===== config.mk =====
export PLATFORM = sky130hd
export DESIGN_NAME = colstrobe_seq
export DESIGN_NICKNAME = d
export VERILOG_FILES = /design/src/rtl/cs_pkg.sv /design/src/rtl/cs_edge_sync.sv /design/src/rtl/cs_phase_seq.sv /design/src/rtl/cs_strobe_drv.sv /design/src/rtl/colstrobe_seq.sv
export SDC_FILE = /design/constraint.sdc
export NUM_CORES = 1
export LEC_CHECK = 0
export BUFFER_PORTS_ARGS = -buffer_cell sky130_fd_sc_hd__buf_2
export CORE_MARGIN = 4
export CORE_UTILIZATION = 57
export CTS_CLUSTER_SIZE = 40
export DETAILED_ROUTE_END_ITERATION = 16
export PLACE_DENSITY = 0.84
export SLEW_MARGIN = 20
export SYNTH_ARGS = -nofsm -noshare
export SYNTH_HDL_FRONTEND = slang
export SYNTH_SLANG_ARGS = --single-unit

===== constraint.sdc =====
create_clock -name clk_i -period 2.1 [get_ports clk_i]
set_input_delay 0.525 -clock clk_i [delete_from_list [all_inputs] [get_ports clk_i]]
set_output_delay 0.525 -clock clk_i [all_outputs]
set_load 0.01 [all_outputs]

===== src/rtl/cs_pkg.sv =====
package cs_pkg;

   typedef enum logic [2:0] {
      PH_IDLE  = 3'd0,
      PH_LEAD  = 3'd1,
      PH_WIN   = 3'd2,
      PH_VHI1  = 3'd3,
      PH_VLO1  = 3'd4,
      PH_VHI2  = 3'd5,
      PH_VLO2  = 3'd6
   } phase_t;

   function automatic phase_t next_phase(phase_t p);
      case (p)
         PH_LEAD: return PH_WIN;
         PH_WIN:  return PH_VHI1;
         PH_VHI1: return PH_VLO1;
         PH_VLO1: return PH_VHI2;
         PH_VHI2: return PH_VLO2;
         default: return PH_IDLE;
      endcase
   endfunction

endpackage


===== src/rtl/cs_edge_sync.sv =====
module cs_edge_sync #(
   parameter int SYNC_STAGES = 2
) (
   input  logic clk_i,
   input  logic rst_i,
   input  logic cyc_sync_i,
   input  logic mreq_n_i,
   output logic fall_o,
   output logic mreq_s_o
);

   logic sync_prev_q;

   always_ff @(posedge clk_i) begin
      if (rst_i) sync_prev_q <= 1'b0;
      else       sync_prev_q <= cyc_sync_i;
   end

   assign fall_o = sync_prev_q & ~cyc_sync_i;

   generate
      if (SYNC_STAGES == 0) begin : g_nosync
         assign mreq_s_o = mreq_n_i;
      end else begin : g_sync
         logic [SYNC_STAGES-1:0] stage_q;
         for (genvar i = 0; i < SYNC_STAGES; i++) begin : g_stage
            always_ff @(posedge clk_i) begin
               if (rst_i) stage_q[i] <= 1'b1;
               else if (i == 0) stage_q[i] <= mreq_n_i;
               else stage_q[i] <= stage_q[(i == 0) ? 0 : i-1];
            end
         end
         assign mreq_s_o = stage_q[SYNC_STAGES-1];
      end
   endgenerate

   // a detected fall cannot repeat on the next cycle without sync rising again
   a_r9_fall_needs_rise: assert property (@(posedge clk_i) disable iff (rst_i)
      fall_o |=> !fall_o);

endmodule


===== src/rtl/cs_phase_seq.sv =====
module cs_phase_seq
   import cs_pkg::*;
#(
   parameter int LEAD_CLKS  = 25,
   parameter int STEP_CLKS  = 3,
   parameter int STEP_COUNT = 11,
   parameter int VHI1_CLKS  = 25,
   parameter int VLO1_CLKS  = 25,
   parameter int VHI2_CLKS  = 15,
   parameter int VLO2_CLKS  = 30
) (
   input  logic   clk_i,
   input  logic   rst_i,
   input  logic   fall_i,
   input  logic   mreq_s_i,
   output phase_t phase_o,
   output logic   samp_o
);

   localparam int WIN_CLKS = STEP_CLKS * STEP_COUNT;
   localparam int MAX_A    = (LEAD_CLKS > WIN_CLKS) ? LEAD_CLKS : WIN_CLKS;
   localparam int MAX_B    = (VHI1_CLKS > VLO1_CLKS) ? VHI1_CLKS : VLO1_CLKS;
   localparam int MAX_C    = (VHI2_CLKS > VLO2_CLKS) ? VHI2_CLKS : VLO2_CLKS;
   localparam int MAX_AB   = (MAX_A > MAX_B) ? MAX_A : MAX_B;
   localparam int MAX_LEN  = (MAX_AB > MAX_C) ? MAX_AB : MAX_C;
   localparam int CW       = $clog2(MAX_LEN + 1);
   localparam int SW       = $clog2(STEP_CLKS + 1);

   function automatic logic [CW-1:0] phase_len_m1(phase_t p);
      case (p)
         PH_LEAD: return CW'(LEAD_CLKS - 1);
         PH_WIN:  return CW'(WIN_CLKS - 1);
         PH_VHI1: return CW'(VHI1_CLKS - 1);
         PH_VLO1: return CW'(VLO1_CLKS - 1);
         PH_VHI2: return CW'(VHI2_CLKS - 1);
         PH_VLO2: return CW'(VLO2_CLKS - 1);
         default: return '0;
      endcase
   endfunction

   phase_t        ph_q;
   logic [CW-1:0] cnt_q;
   logic [SW-1:0] step_q;
   logic          samp_q;
   phase_t        ph_nx;

   assign ph_nx = next_phase(ph_q);

   always_ff @(posedge clk_i) begin
      if (rst_i) begin
         ph_q   <= PH_IDLE;
         cnt_q  <= '0;
         step_q <= '0;
         samp_q <= 1'b1;
      end else if (ph_q == PH_IDLE) begin
         if (fall_i) begin
            ph_q  <= PH_LEAD;
            cnt_q <= phase_len_m1(PH_LEAD);
         end
      end else if (cnt_q == '0) begin
         ph_q  <= ph_nx;
         cnt_q <= phase_len_m1(ph_nx);
         if (ph_nx == PH_WIN) begin
            samp_q <= mreq_s_i;
            step_q <= SW'(STEP_CLKS - 1);
         end
      end else begin
         cnt_q <= cnt_q - 1'b1;
         if (ph_q == PH_WIN) begin
            if (step_q == '0) begin
               step_q <= SW'(STEP_CLKS - 1);
               samp_q <= mreq_s_i;
            end else begin
               step_q <= step_q - 1'b1;
            end
         end
      end
   end

   assign phase_o = ph_q;
   assign samp_o  = samp_q;

   // the lead-in phase is only ever entered from idle
   a_r9_start_from_idle: assert property (@(posedge clk_i) disable iff (rst_i)
      (ph_q == PH_LEAD && $past(ph_q) != PH_LEAD) |-> $past(ph_q) == PH_IDLE);

   // the held request sample changes only at step boundaries
   a_r3_step_hold: assert property (@(posedge clk_i) disable iff (rst_i)
      (ph_q == PH_WIN && step_q != '0 && cnt_q != '0) |=> samp_q == $past(samp_q));

   // the first forced-high phase always follows the CPU window
   a_r4_after_window: assert property (@(posedge clk_i) disable iff (rst_i)
      (ph_q == PH_VHI1 && $past(ph_q) != PH_VHI1) |-> $past(ph_q) == PH_WIN);

   // the sequence returns to idle only from the last low pulse
   a_r7_end_to_idle: assert property (@(posedge clk_i) disable iff (rst_i)
      (ph_q == PH_IDLE && $past(ph_q) != PH_IDLE) |-> $past(ph_q) == PH_VLO2);

endmodule


===== src/rtl/cs_strobe_drv.sv =====
module cs_strobe_drv
   import cs_pkg::*;
(
   input  logic   clk_i,
   input  logic   rst_i,
   input  phase_t phase_i,
   input  logic   samp_i,
   output logic   strobe_n_o
);

   logic strobe_q;

   always_ff @(posedge clk_i) begin
      if (rst_i) begin
         strobe_q <= 1'b1;
      end else begin
         case (phase_i)
            PH_WIN:           strobe_q <= samp_i;
            PH_VLO1, PH_VLO2: strobe_q <= 1'b0;
            default:          strobe_q <= 1'b1;
         endcase
      end
   end

   assign strobe_n_o = strobe_q;

   // video pulse phases drive the strobe low one clock later
   a_r5_video_low: assert property (@(posedge clk_i) disable iff (rst_i)
      (phase_i == PH_VLO1 || phase_i == PH_VLO2) |=> !strobe_n_o);

   // idle, lead-in and forced-high phases give a high strobe
   a_r1_rest_high: assert property (@(posedge clk_i) disable iff (rst_i)
      (phase_i == PH_IDLE || phase_i == PH_LEAD || phase_i == PH_VHI1 ||
       phase_i == PH_VHI2) |=> strobe_n_o);

endmodule


===== src/rtl/colstrobe_seq.sv =====
module colstrobe_seq
   import cs_pkg::*;
#(
   parameter int SYNC_STAGES = 2,
   parameter int LEAD_CLKS   = 25,
   parameter int STEP_CLKS   = 3,
   parameter int STEP_COUNT  = 11,
   parameter int VHI1_CLKS   = 25,
   parameter int VLO1_CLKS   = 25,
   parameter int VHI2_CLKS   = 15,
   parameter int VLO2_CLKS   = 30
) (
   input  logic clk_i,
   input  logic rst_i,
   input  logic cyc_sync_i,
   input  logic mreq_n_i,
   output logic strobe_n_o
);

   generate
      if (LEAD_CLKS < 1 || STEP_CLKS < 1 || STEP_COUNT < 1 || VHI1_CLKS < 1 ||
          VLO1_CLKS < 1 || VHI2_CLKS < 1 || VLO2_CLKS < 1) begin : g_bad_len
         $error("colstrobe_seq: every phase length must be at least one clock");
      end
      if (SYNC_STAGES < 0 || SYNC_STAGES > 4) begin : g_bad_sync
         $error("colstrobe_seq: SYNC_STAGES must lie in 0..4");
      end
   endgenerate

   logic   fall;
   logic   mreq_s;
   phase_t phase;
   logic   samp;

   cs_edge_sync #(.SYNC_STAGES(SYNC_STAGES)) u_edge (
      .clk_i      (clk_i),
      .rst_i      (rst_i),
      .cyc_sync_i (cyc_sync_i),
      .mreq_n_i   (mreq_n_i),
      .fall_o     (fall),
      .mreq_s_o   (mreq_s)
   );

   cs_phase_seq #(
      .LEAD_CLKS  (LEAD_CLKS),
      .STEP_CLKS  (STEP_CLKS),
      .STEP_COUNT (STEP_COUNT),
      .VHI1_CLKS  (VHI1_CLKS),
      .VLO1_CLKS  (VLO1_CLKS),
      .VHI2_CLKS  (VHI2_CLKS),
      .VLO2_CLKS  (VLO2_CLKS)
   ) u_seq (
      .clk_i    (clk_i),
      .rst_i    (rst_i),
      .fall_i   (fall),
      .mreq_s_i (mreq_s),
      .phase_o  (phase),
      .samp_o   (samp)
   );

   cs_strobe_drv u_drv (
      .clk_i      (clk_i),
      .rst_i      (rst_i),
      .phase_i    (phase),
      .samp_i     (samp),
      .strobe_n_o (strobe_n_o)
   );

   // reset forces the strobe high on the following clock
   a_r11_reset_high: assert property (@(posedge clk_i)
      rst_i |=> strobe_n_o);

   generate
      if (SYNC_STAGES == 2) begin : g_sync_chk
         // the synchronized request lags the pin by two clocks
         a_r10_two_flop: assert property (@(posedge clk_i) disable iff (rst_i)
            (!$past(rst_i) && !$past(rst_i, 2)) |-> mreq_s == $past(mreq_n_i, 2));
      end
   endgenerate

endmodule


After elaboration in Yosys (flattened, before gate mapping)
Cells that the tools add are included.
{ "classes": {"n_reduce_logical": 11, "bitwise_logic": 3, "addsub": 2, "n_eq_ne": 14, "n_mux": 17} }
{ "ops": {"columns": ["op", "n"], "rows": [
  ["$pmux W6 S4", 1],
  ["$eq A3 B3 Y1 const B", 6],
  ["$mux W6", 3],
  ["$pmux W3 S5", 1],
  ["$eq A3 B2 Y1 const B", 4],
  ["$mux W3", 3],
  ["$mux W2", 4],
  ["$eq A3 B1 Y1 const B", 2],
  ["$logic_not A6 Y1", 1],
  ["$reduce_bool A2 Y1", 3],
  ["$sub A6 B1 Y6 const B", 1],
  ["$mux W1", 4],
  ["$ne A2 B2 Y1 const B", 2],
  ["$reduce_and A4 Y1", 1],
  ["$logic_not A3 Y1", 1],
  ["$reduce_and A3 Y1", 1],
  ["$reduce_or A3 Y1", 1],
  ["$logic_not A2 Y1", 1],
  ["$not A1 Y1", 2],
  ["$pmux W1 S2", 1],
  ["$reduce_and A2 Y1", 1],
  ["$reduce_or A2 Y1", 1],
  ["$sub A2 B1 Y2 const B", 1],
  ["$and A1 B1 Y1", 1]
]} }
{ "word_totals": {"reg_bits": 16, "input_bits": 4, "output_inout_bits": 1} }

Logic depth before layout (Yosys ltp)
Gate-level depths: netlist of the first run.
{ "logic_depth": {"ltp_word": 7, "mapped_depth": 7, "mapped_depth_nobuf": 6} }

By module
Synthesis of the first run repeated with hierarchy kept, for this count alone.
{ "unflattened": {"hier_cells": 115, "hier_area_um2": 957.2} }
{ "modules_own_cells": {"columns": ["mod", "area_per_inst_um2", "cells_per_inst", "instances"], "rows": [
  ["cs_phase_seq", 834.6, 104, 1],
  ["cs_edge_sync", 87.6, 7, 1],
  ["cs_strobe_drv", 35.0, 4, 1]
]} }

Worst setup path before layout of the first run
No wires, ideal clock.
{ "synth_timing": {"path_type": "register to register", "from": "register u_seq.ph_q[1] (netlist: u_seq.phase_o[1])", "to": "register u_seq.step_q[0]", "path_buffers": 0, "arrival_time_ps": 1662, "setup_slack_ps": 323, "stages_incl_launch_ff": 6, "setup_ps": 115, "cell_sequence": "dfxtp_1 inv_1 ha_1 a2111oi_4 a21oi_1 a31o_1"} }
{ "synth_between": {"elab_chain_cells": 5, "word_cells_on_any_way": 12, "cone_classes": "7 x eq/ne; 1 x mux; 1 x bitwise; 3 x reduce/logical"} }
{ "synth_rtl": {"columns": ["element", "line_no", "text"], "rows": [
  ["start: declaration", "cs_phase_seq.sv:41", "phase_t ph_q;"],
  ["start signal: assignment", "cs_phase_seq.sv:61", "ph_q <= ph_nx;"],
  ["$eq A3 B3 Y1 (tied with other cells)", "cs_pkg.sv:14", "case (p)"],
  ["$pmux W3 S5", "cs_pkg.sv:14", null],
  ["$eq A3 B2 Y1", "cs_phase_seq.sv:63", "if (ph_nx == PH_WIN) begin"],
  ["$ne A2 B2 Y1 (no line)", null, null],
  ["$reduce_and A3 Y1 (no line) *", null, null],
  ["end signal: assignment", "cs_phase_seq.sv:65", "step_q <= SW'(STEP_CLKS - 1);"],
  ["end signal: assignment", "cs_phase_seq.sv:71", "step_q <= SW'(STEP_CLKS - 1);"],
  ["end signal: assignment", "cs_phase_seq.sv:74", "step_q <= step_q - 1'b1;"],
  ["end: declaration", "cs_phase_seq.sv:43", "logic [SW-1:0] step_q;"]
]} }
Mark *: on every way between the ends. The rest lies on a longest branch, timed or not.
A chain may end at the register's enable or synchronous reset.

Worst setup path after layout of the first run
{ "layout_timing": {"from": "register u_seq.ph_q[1] (netlist: u_seq.phase_o[1])", "to": "register u_seq.cnt_q[1]"} }
{ "layout_between": {"elab_chain_cells": 7, "word_cells_on_any_way": 18, "cone_classes": "12 x eq/ne; 4 x mux; 2 x reduce/logical"} }
{ "layout_rtl": {"columns": ["element", "line_no", "text"], "rows": [
  ["$eq A3 B3 Y1 (tied with other cells)", "cs_pkg.sv:14", null],
  ["$pmux W3 S5", "cs_pkg.sv:14", null],
  ["$eq A3 B1 Y1 (tied with other cells)", "cs_phase_seq.sv:30", "case (p)"],
  ["$reduce_or A3 Y1 (no line)", null, null],
  ["$pmux W6 S4", "cs_phase_seq.sv:30", null],
  ["$mux W6", "cs_phase_seq.sv:60", "end else if (cnt_q == '0) begin"],
  ["$mux W6", "cs_phase_seq.sv:55", "end else if (ph_q == PH_IDLE) begin"],
  ["end signal: assignment", "cs_phase_seq.sv:58", "cnt_q <= phase_len_m1(PH_LEAD);"],
  ["end signal: assignment", "cs_phase_seq.sv:62", "cnt_q <= phase_len_m1(ph_nx);"],
  ["end signal: assignment", "cs_phase_seq.sv:68", "cnt_q <= cnt_q - 1'b1;"],
  ["end: declaration", "cs_phase_seq.sv:42", "logic [CW-1:0] cnt_q;"]
]} }
Several ways; a longest one is shown, not always the timed one.

==> flow_metrics.tcl, run 1 <==
set metrics [dict create \
    status "completed" \
    yosysWarnings 0 \
    cp_max_fo 6 \
    worst_pin_slew_ps 485 \
    critPathRequiredTime_ps 2310 \
    critPathCaptureType "flip-flop" \
    cts_root_buffer "clkbuf_4" \
    synth_area_leaders "dfxtp_1 30%, ha_1 5.9%, a2111oi_4 5.2%" \
    p_total_w 0.00158 \
    ys.flop_type "dfxtp_1" \
    max_freq_mhz 548 \
    drc_errors 0 \
    drv_cap 0 \
    grt_use_total_pct 19.1 \
    dr.pass1.iters 4 \
    grt_pass1_vias 820 \
    worstRegToRegCells 7 \
    layout.nets 133 \
    drt_iter0_drc 28 \
    place.gp.congestion 0.899 \
    vias_per_cell 6.10 \
    grt_max_degree 15 \
    num_antenna_cells 0 \
    reg2reg_from "u_seq.phase_o[1]" \
    synth_cell_types 47 \
    timing.slew.headroom_pct 67.5 \
    ys_async_sr_fraction_pct 0 \
    coreArea_um2 1750 \
    final_common_cell "dfxtp_1" \
    fin_tns_setup_ps 0 \
    synth_fp_nets 126 \
    clockPowerShare_pct 13.1 \
    cts.repair.resized 0 \
    synth_area_um2 1050 \
    p_switching_w 0.000720 \
    postRouteAntennaNets 0 \
    cts.path.max_buffers 2 \
    cts_made_buffers 3 \
    cpMaxStageDelayCell "ha_1" \
    synth_top_area_cell "dfxtp_1" \
    period_needed_ps 1830 \
    crit_start "u_seq.phase_o[1]" \
    wirelength_um 2160 \
    rows 15 \
    place_area_um2 1090 \
    synth-seq-cells 16 \
    drive_gt1_share_pct 22.8 \
    grt_pass1_wl_um 3730 \
    p_comb_share_pct 58.4 \
    netlist.area_leader.share_pct 30.4 \
    internal-power_w 0.000861 \
    synth_edf_count 0 \
    power_density_nw_per_um2 1400 \
    chipHeight_um 51.0 \
    area.growth.synth_to_final_pct 7.00 \
    peakVddDrop_v 0.000867 \
    hpwl_um 1610 \
    wire_per_inst_um 14.6 \
    yosysSeqAreaShare_pct 30.4 \
    nFillCells 136 \
    start_util_pct 60.4 \
    fin_cells 148 \
    hold_viol_final 0 \
    final_max_slew_viol_count 0 \
    mostFrequentLayoutCells "16 x dfxtp_1, 10 x nor2_1, 8 x inv_1, 8 x o21ai_0, 7 x nand2_1" \
    slowest_delay_ps 360 \
    rsz0062_at_grt "no" \
    die_w_um 51.0 \
    h-tree-depth 1 \
    vias 903 \
    cts_num_sinks 16 \
    cts_tree "done" \
    ioPinCount 5 \
    crit_type "flip-flop to flip-flop" \
    cts_setup_buffers 0 \
    post-route-period-util_pct 87.0 \
    cellLeakagePower_nw 0.404 \
    reg2reg_slack_ps 270 \
    die_area_um2 2600 \
    final_area_um2 1130 \
    swShare_pct 45.5 \
    start_kind "flip-flop" \
    synthCells 117 \
    antenna_found_initial 0 \
    grt_overflow 0 \
    numPortBuffers 4 \
    setup_viol 0 \
    cts_hold_repair.buffers 0 \
    syn_area_per_cell_um2 9.02 \
    clk_pin_slew_ps 100 \
    crit_chain "inv_1 -> ha_1 -> buf_4 -> and2_1 -> o32ai_2 -> o2111ai_1 -> o21ai_0" \
    r2r-end "u_seq.cnt_q[1]" \
    hold_class "input port to flip-flop" \
    crit_end "u_seq.cnt_q[1]" \
    critPathArrivalTime_ps 2040 \
    dp.cells 144 \
    fin_skew_ps 3.48 \
    pwr-share-seq_pct 28.5 \
    clk_latency_ps 290 \
]
-- per-stage QoR --
step | hold slack, ps | util (%) | worst slack [ps]
after floorplan | 389 | - | 323
after global placement | 398 | 62.6 | 351
after detailed placement | 403 | 62.6 | 289
after CTS | 410 | 64.7 | 255
after global routing | 418 | 64.7 | 114
final | 415 | 64.7 | 274
-- registers in the layout (all words and copies together), names as in the netlist --
name	count
u_seq.samp_o	1
u_edge.sync_prev_q	1
u_seq.cnt_q	6
u_seq.step_q	2
u_drv.strobe_n_o	1
u_edge.mreq_s_o	1
u_seq.phase_o	3
u_edge.g_sync.stage_q	1
-- kinds of logic (layout without fill, tap and decap cells) --
group | count (synthesis) | in the layout | share of synthesized area (%)
buf+inv | 14 | 20 | 6.64
xor+xnor | 1 | 1 | 0.831
fa+ha+maj | 5 | 5 | 5.93
simple gates | 46 | 46 | 28.0
compound gates | 34 | 34 | 27.3
mux | 1 | 1 | 0.949
flops | 16 | 16 | 30.4
-- critical path, delay by kind of cell (launching register included) --
family          cells  cell delay [ps]
buf+inv             2              260
compound gates      3              630
simple gates        1              160
fa+ha+maj           1              360
flops               1              340
-- layer usage --
metal  track usage, %  vias to the layer above  share of wire [%]
li1                 -                      438                  -
met1             23.6                      432                 43
met2             32.0                       29                 50
met3             3.50                        4                4.6
met4             8.52                        0                1.5
met5                0                        -                  0
-- cell usage after synthesis (all sizes together), types with 2 or more instances --
master	count
a2111oi	2
a211oi	3
a21oi	5
a22oi	3
a311oi	2
buf	4
dfxtp	16
ha	5
inv	9
nand2	8
nand2b	2
nand3	2
nor2	12
nor2b	4
nor3	5
nor3b	3
o2111ai	2
o21ai	8
or2	2
or3	2
-- worst min-delay path by stage --
stage / from / endpoint / cells after the start
3_5_place_dp: u_edge.g_sync.stage_q[0] / u_edge.mreq_s_o / 1
3_3_place_gp: u_edge.g_sync.stage_q[0] / u_edge.mreq_s_o / 1
4_1_cts: mreq_n_i / u_edge.g_sync.stage_q[0] / 2
6_report: mreq_n_i / u_edge.g_sync.stage_q[0] / 2
5_1_grt: mreq_n_i / u_edge.g_sync.stage_q[0] / 2
2_1_floorplan: u_edge.g_sync.stage_q[0] / u_edge.mreq_s_o / 1
-- power by group through the flow --
stage	logic (W)	registers, W	clock network, W
after CTS	0.000918	0.000450	0.000214
final	0.000923	0.000451	0.000207
after global placement	0.000888	0.000455	0
after detailed placement	0.000910	0.000457	0
after floorplan	0.000779	0.000437	0
after global routing	0.00101	0.000461	0.000223
-- final cells by class --
cell class                      count  area [um^2]  area share [%]
Clock buffer                        4         36.3            3.22
Timing Repair Buffer                7         42.5            3.77
Multi-Input combinational cell     87          664            58.9
Inverter                            9         33.8            2.99
Tap cell                           25         31.3            2.77
Sequential cell                    16          320            28.4
Note: power is estimated with default switching activity, not from simulation.
==> run 2, diff against run 1 <==
PLACE_DENSITY = 0.74   (was 0.84)
==> run 2 against run 1 <==
Compared with the run above: maximum frequency is 1.4% higher; clock power is 2% lower; first-iteration DRC count is 29% lower; worst setup slack better by 25 ps; worst hold slack better by 2.9 ps; non-clock buffer count stayed put; utilization stayed put; sequential power hardly changed; via count is 4.2% lower; final area stayed put; combinational power is 1% lower; total power is 0.70% lower; largest power group unchanged.
==> flow_metrics.tcl, run 2 (synthesized netlist as in run 1, its figures left out) <==
set metrics [dict create \
    mostFrequentLayoutCells "16 x dfxtp_1, 10 x nor2_1, 8 x inv_1, 8 x o21ai_0, 7 x nand2_1" \
    critPathArrivalTime_ps 2000 \
    worst_pin_slew_ps 484 \
    cp_max_fo 6 \
    drc_errors 0 \
    hold_ws_ps 418 \
    hold_viol_final 0 \
    num_antenna_cells 0 \
    power_density_nw_per_um2 1390 \
    postRouteAntennaNets 0 \
    start_kind "flip-flop" \
    fin_skew_ps 0.870 \
    antenna_found_initial 0 \
    top_register "u_seq.cnt_q" \
    status "completed" \
    post-route-period-util_pct 85.8 \
    dp_worst_setup_slack_ps 324 \
    layout.nets 133 \
    cts_setup_buffers 0 \
    grt_pass1_wl_um 3810 \
    area.growth.synth_to_final_pct 7.00 \
    vias 865 \
    die_area_um2 2600 \
    wire_per_inst_um 14.2 \
    grt_max_degree 15 \
    grt_pass1_vias 847 \
    fin_tns_setup_ps 0 \
    cts.path.max_buffers 2 \
    dr.pass1.iters 4 \
    setup_viol 0 \
    rows 15 \
    die_w_um 51.0 \
    final_area_um2 1130 \
    rsz0062_at_grt "no" \
    grt_use_total_pct 19.1 \
    final_max_slew_viol_count 0 \
    clk_pin_slew_ps 90 \
    largest_reg_flops 6 \
    hpwl_um 1560 \
    drive_gt1_share_pct 22.8 \
    drv_cap 0 \
    h-tree-depth 1 \
    vias_per_cell 5.84 \
    cts_root_buffer "clkbuf_4" \
    place_area_um2 1090 \
    cts_made_buffers 3 \
    cts_num_sinks 16 \
    period_needed_ps 1800 \
    hold_class "input port to flip-flop" \
    ioPinCount 5 \
    cts_tree "done" \
    chipHeight_um 51.0 \
    drt_iter0_drc 20 \
    cts_hold_repair.buffers 0 \
    setup_slack_ps 299 \
    numPortBuffers 4 \
    cellLeakagePower_nw 0.404 \
    p_total_w 0.00157 \
    critPathCaptureType "flip-flop" \
    final_common_cell "dfxtp_1" \
    crit_type "flip-flop to flip-flop" \
    grt_overflow 0 \
    timing.slew.headroom_pct 67.5 \
    clk_latency_ps 280 \
    start_util_pct 60.4 \
    coreArea_um2 1750 \
    wirelength_um 2100 \
    cts.repair.resized 0 \
    critPathRequiredTime_ps 2300 \
    max_freq_mhz 555 \
    place.gp.congestion 0.907 \
    peakVddDrop_v 0.000722 \
]
==> run 2: final timing paths <==
path | endpoint | from | slack (ps) | cells after the start
hold / removal | u_edge.g_sync.stage_q[0] | mreq_n_i | 420 | 2
setup / recovery | u_seq.step_q[1] | u_seq.cnt_q[0] | 300 | 6
setup reg to reg | u_seq.step_q[1] | u_seq.cnt_q[0] | 300 | 6
hold reg to reg | u_edge.mreq_s_o | u_edge.g_sync.stage_q[0] | 420 | 1
==> run 2: final cells by class <==
type / count / area, um^2
clock buffer: 4 / 36.3
fill: 147 / 617
inverter: 9 / 33.8
multi-input combinational: 87 / 664
sequential: 16 / 320
tap: 25 / 31.3
timing repair buffer: 7 / 42.5
==> run 2: power breakdown <==
group / internal, W / switching [W] / total (W) / leakage, nW
Sequential: 0.000368 / 0.0000857 / 0.000453 / 0.131
Clock: 0.000106 / 0.0000976 / 0.000203 / 0.0210
Combinational: 0.000386 / 0.000527 / 0.000913 / 0.252
Total: 0.000860 / 0.000710 / 0.00157 / 0.404
==> run 2: worst max-delay path, cell delays in order (launching register included) <==
cell,delay [ps]
dfxtp_1,410
inv_1,60
ha_1,240
nor2b_2,210
a2111oi_4,450
a211oi_1,100
a311oi_1,250
==> run 2: routing by layer <==
| layer | up-vias | GRT usage (%) | routed length [um] | part of all wire [%] |
|---|---|---|---|---|
| li1 | 437 | - | - | - |
| met1 | 401 | 25.3 | 992 | 47 |
| met2 | 21 | 29.6 | 978 | 47 |
| met3 | 6 | 4.08 | 89 | 4.2 |
| met4 | 0 | 8.52 | 40 | 1.9 |
| met5 | - | 0 | 0 | 0 |
==> run 2: metrics by stage <==
stage	instances	util, %
finish	148	64.7
global route	148	64.7
CTS	148	64.7
detailed placement	144	62.6
global placement	144	62.6
floorplan	117	-
==> run 3, diff against run 2 <==
CORE_UTILIZATION = 53   (was 57)
PLACE_DENSITY = 0.72   (was 0.74)
clock period = 1.5 ns   (was 2.1 ns; I/O delays follow)
==> run 3 against run 2 <==
Compared with the run above: the run now ends with negative setup slack left; via count increased by 17%; highest routed layer unchanged; critical path depth unchanged; sequential power increased by 39%; maximum frequency increased by 9.8%; clock power increased by 43%; first-iteration DRC count increased to 2.5 times the previous value; register-to-register slack got worse by 440 ps; utilization increased by 13 points; clock skew increased by 3.3 ps; non-clock buffer count increased by 25; largest cell class unchanged.
==> flow_metrics.tcl, run 3 (synthesized netlist as in run 1, its figures left out) <==
set metrics [dict create \
    cts_num_sinks 16 \
    failed_checks "negative setup slack" \
    post-route-period-util_pct 109 \
    period_needed_ps 1640 \
    vias 1009 \
    setup_slack_ps -140 \
    timing.slew.headroom_pct 62.0 \
    chipHeight_um 52.6 \
    fin_skew_ps 4.15 \
    max_freq_mhz 610 \
    grt_use_total_pct 20.1 \
    die_area_um2 2770 \
    slowest_delay_ps 450 \
    ioPinCount 5 \
    area.growth.synth_to_final_pct 32.7 \
    critPathRequiredTime_ps 1700 \
    hold_class "input port to flip-flop" \
    h-tree-depth 1 \
    mostFrequentLayoutCells "27 x buf_4, 11 x dfxtp_1, 10 x nor2_1" \
    rsz0062_at_grt "yes" \
    cts_root_buffer "clkbuf_4" \
    start_util_pct 58.5 \
    cp.buffers_inverters 2 \
    largest_reg_flops 6 \
    place.gp.congestion 0.833 \
    cellLeakagePower_nw 0.544 \
    num_antenna_cells 0 \
    vias_per_cell 5.83 \
    cts_hold_repair.buffers 0 \
    grt_use_met1_pct 24.3 \
    wire_per_inst_um 15.9 \
    crit_type "flip-flop to flip-flop" \
    hold_ws_ps 257 \
    wirelength_um 2750 \
    cts_made_buffers 3 \
    final_max_slew_viol_count 0 \
    postRouteAntennaNets 0 \
    crit_chain "inv_2 -> ha_4 -> a2111oi_4 -> buf_4 -> a21oi_1 -> a31o_1" \
    coreArea_um2 1800 \
    start_kind "flip-flop" \
    status "finished, violations left" \
    critPathCaptureType "flip-flop" \
    drv_cap 0 \
    dr.pass1.iters 4 \
    antenna_found_initial 0 \
    grt_pass1_wl_um 4120 \
    layout.nets 158 \
    numPortBuffers 4 \
    final_common_cell "buf_4" \
    cp_max_fo 6 \
    clk_latency_ps 300 \
    grt_pass1_vias 924 \
    power_density_nw_per_um2 2010 \
    hpwl_um 1620 \
    cts_tree "done" \
    use_met2_pct 34.7 \
    worst_pin_slew_ps 569 \
    die_w_um 52.6 \
    grt_overflow 0 \
    peakVddDrop_v 0.00151 \
    crit_family "compound AO/OA/AOI/OAI gates" \
    top_register "u_seq.cnt_q" \
    clk_pin_slew_ps 90 \
    grt_max_degree 14 \
    cts.path.max_buffers 2 \
    fin_util_pct 77.7 \
    drc_errors 0 \
    hold_viol_final 0 \
    busiest_layer "met2" \
    critPathArrivalTime_ps 1840 \
    cpMaxStageDelayCell "a2111oi_4" \
    rows 15 \
    use_met3_pct 3.70 \
    setup_viol 7 \
    drive_gt1_share_pct 44.6 \
    drt_iter0_drc 50 \
]
==> run 3: power by group <==
part | switching, W | internal, W
registers | 0.000105 | 0.000523
logic | 0.000974 | 0.000923
clock network | 0.000143 | 0.000148
==> run 3: routing by layer <==
layer / wire length (um) / share of wire (%) / vias up
met5: 0 / 0 / -
met4: 86 / 3.1 / 0
met3: 163 / 5.9 / 9
met2: 1360 / 49 / 28
met1: 1140 / 41 / 487
li1: - / - / 485
==> run 3: metrics by stage <==
stage                     total power [W]  setup TNS [ps]  area (um^2)  setup slack (ps)  std cells
after detailed placement          0.00216            -343         1220             -85.0        157
final                             0.00282            -487         1400              -140        173
after floorplan                   0.00175           -3.31         1080             -3.31        117
after global placement            0.00214            -269         1220             -86.3        157
after CTS                         0.00250            -108         1290             -29.0        163
after global routing              0.00301           -1060         1400              -195        173
==> run 3: area by class of cell <==
cell class | count | area [um^2]
multi-input combinational | 87 | 736
fill | 129 | 402
sequential | 16 | 329
timing repair buffer | 32 | 234
clock buffer | 4 | 36.3
inverter | 9 | 33.8
tap | 25 | 31.3
==> run 3: worst paths after layout <==
path / start / endpoint / slack, ps / cells after the start
setup / recovery: u_seq.phase_o[1] / u_seq.step_q[0] / -140 / 6
hold / removal: mreq_n_i / u_edge.g_sync.stage_q[0] / 260 / 2
setup reg to reg: u_seq.phase_o[1] / u_seq.step_q[0] / -140 / 6
hold reg to reg: u_edge.g_sync.stage_q[0] / u_edge.mreq_s_o / 420 / 1
==> run 3: what timing repair did <==
item                                    4_1_cts  5_1_grt
endpoints found under the setup margin        8       10
gates resized for setup                       5       11
pin swaps                                     6       11
setup buffers                                 2       12
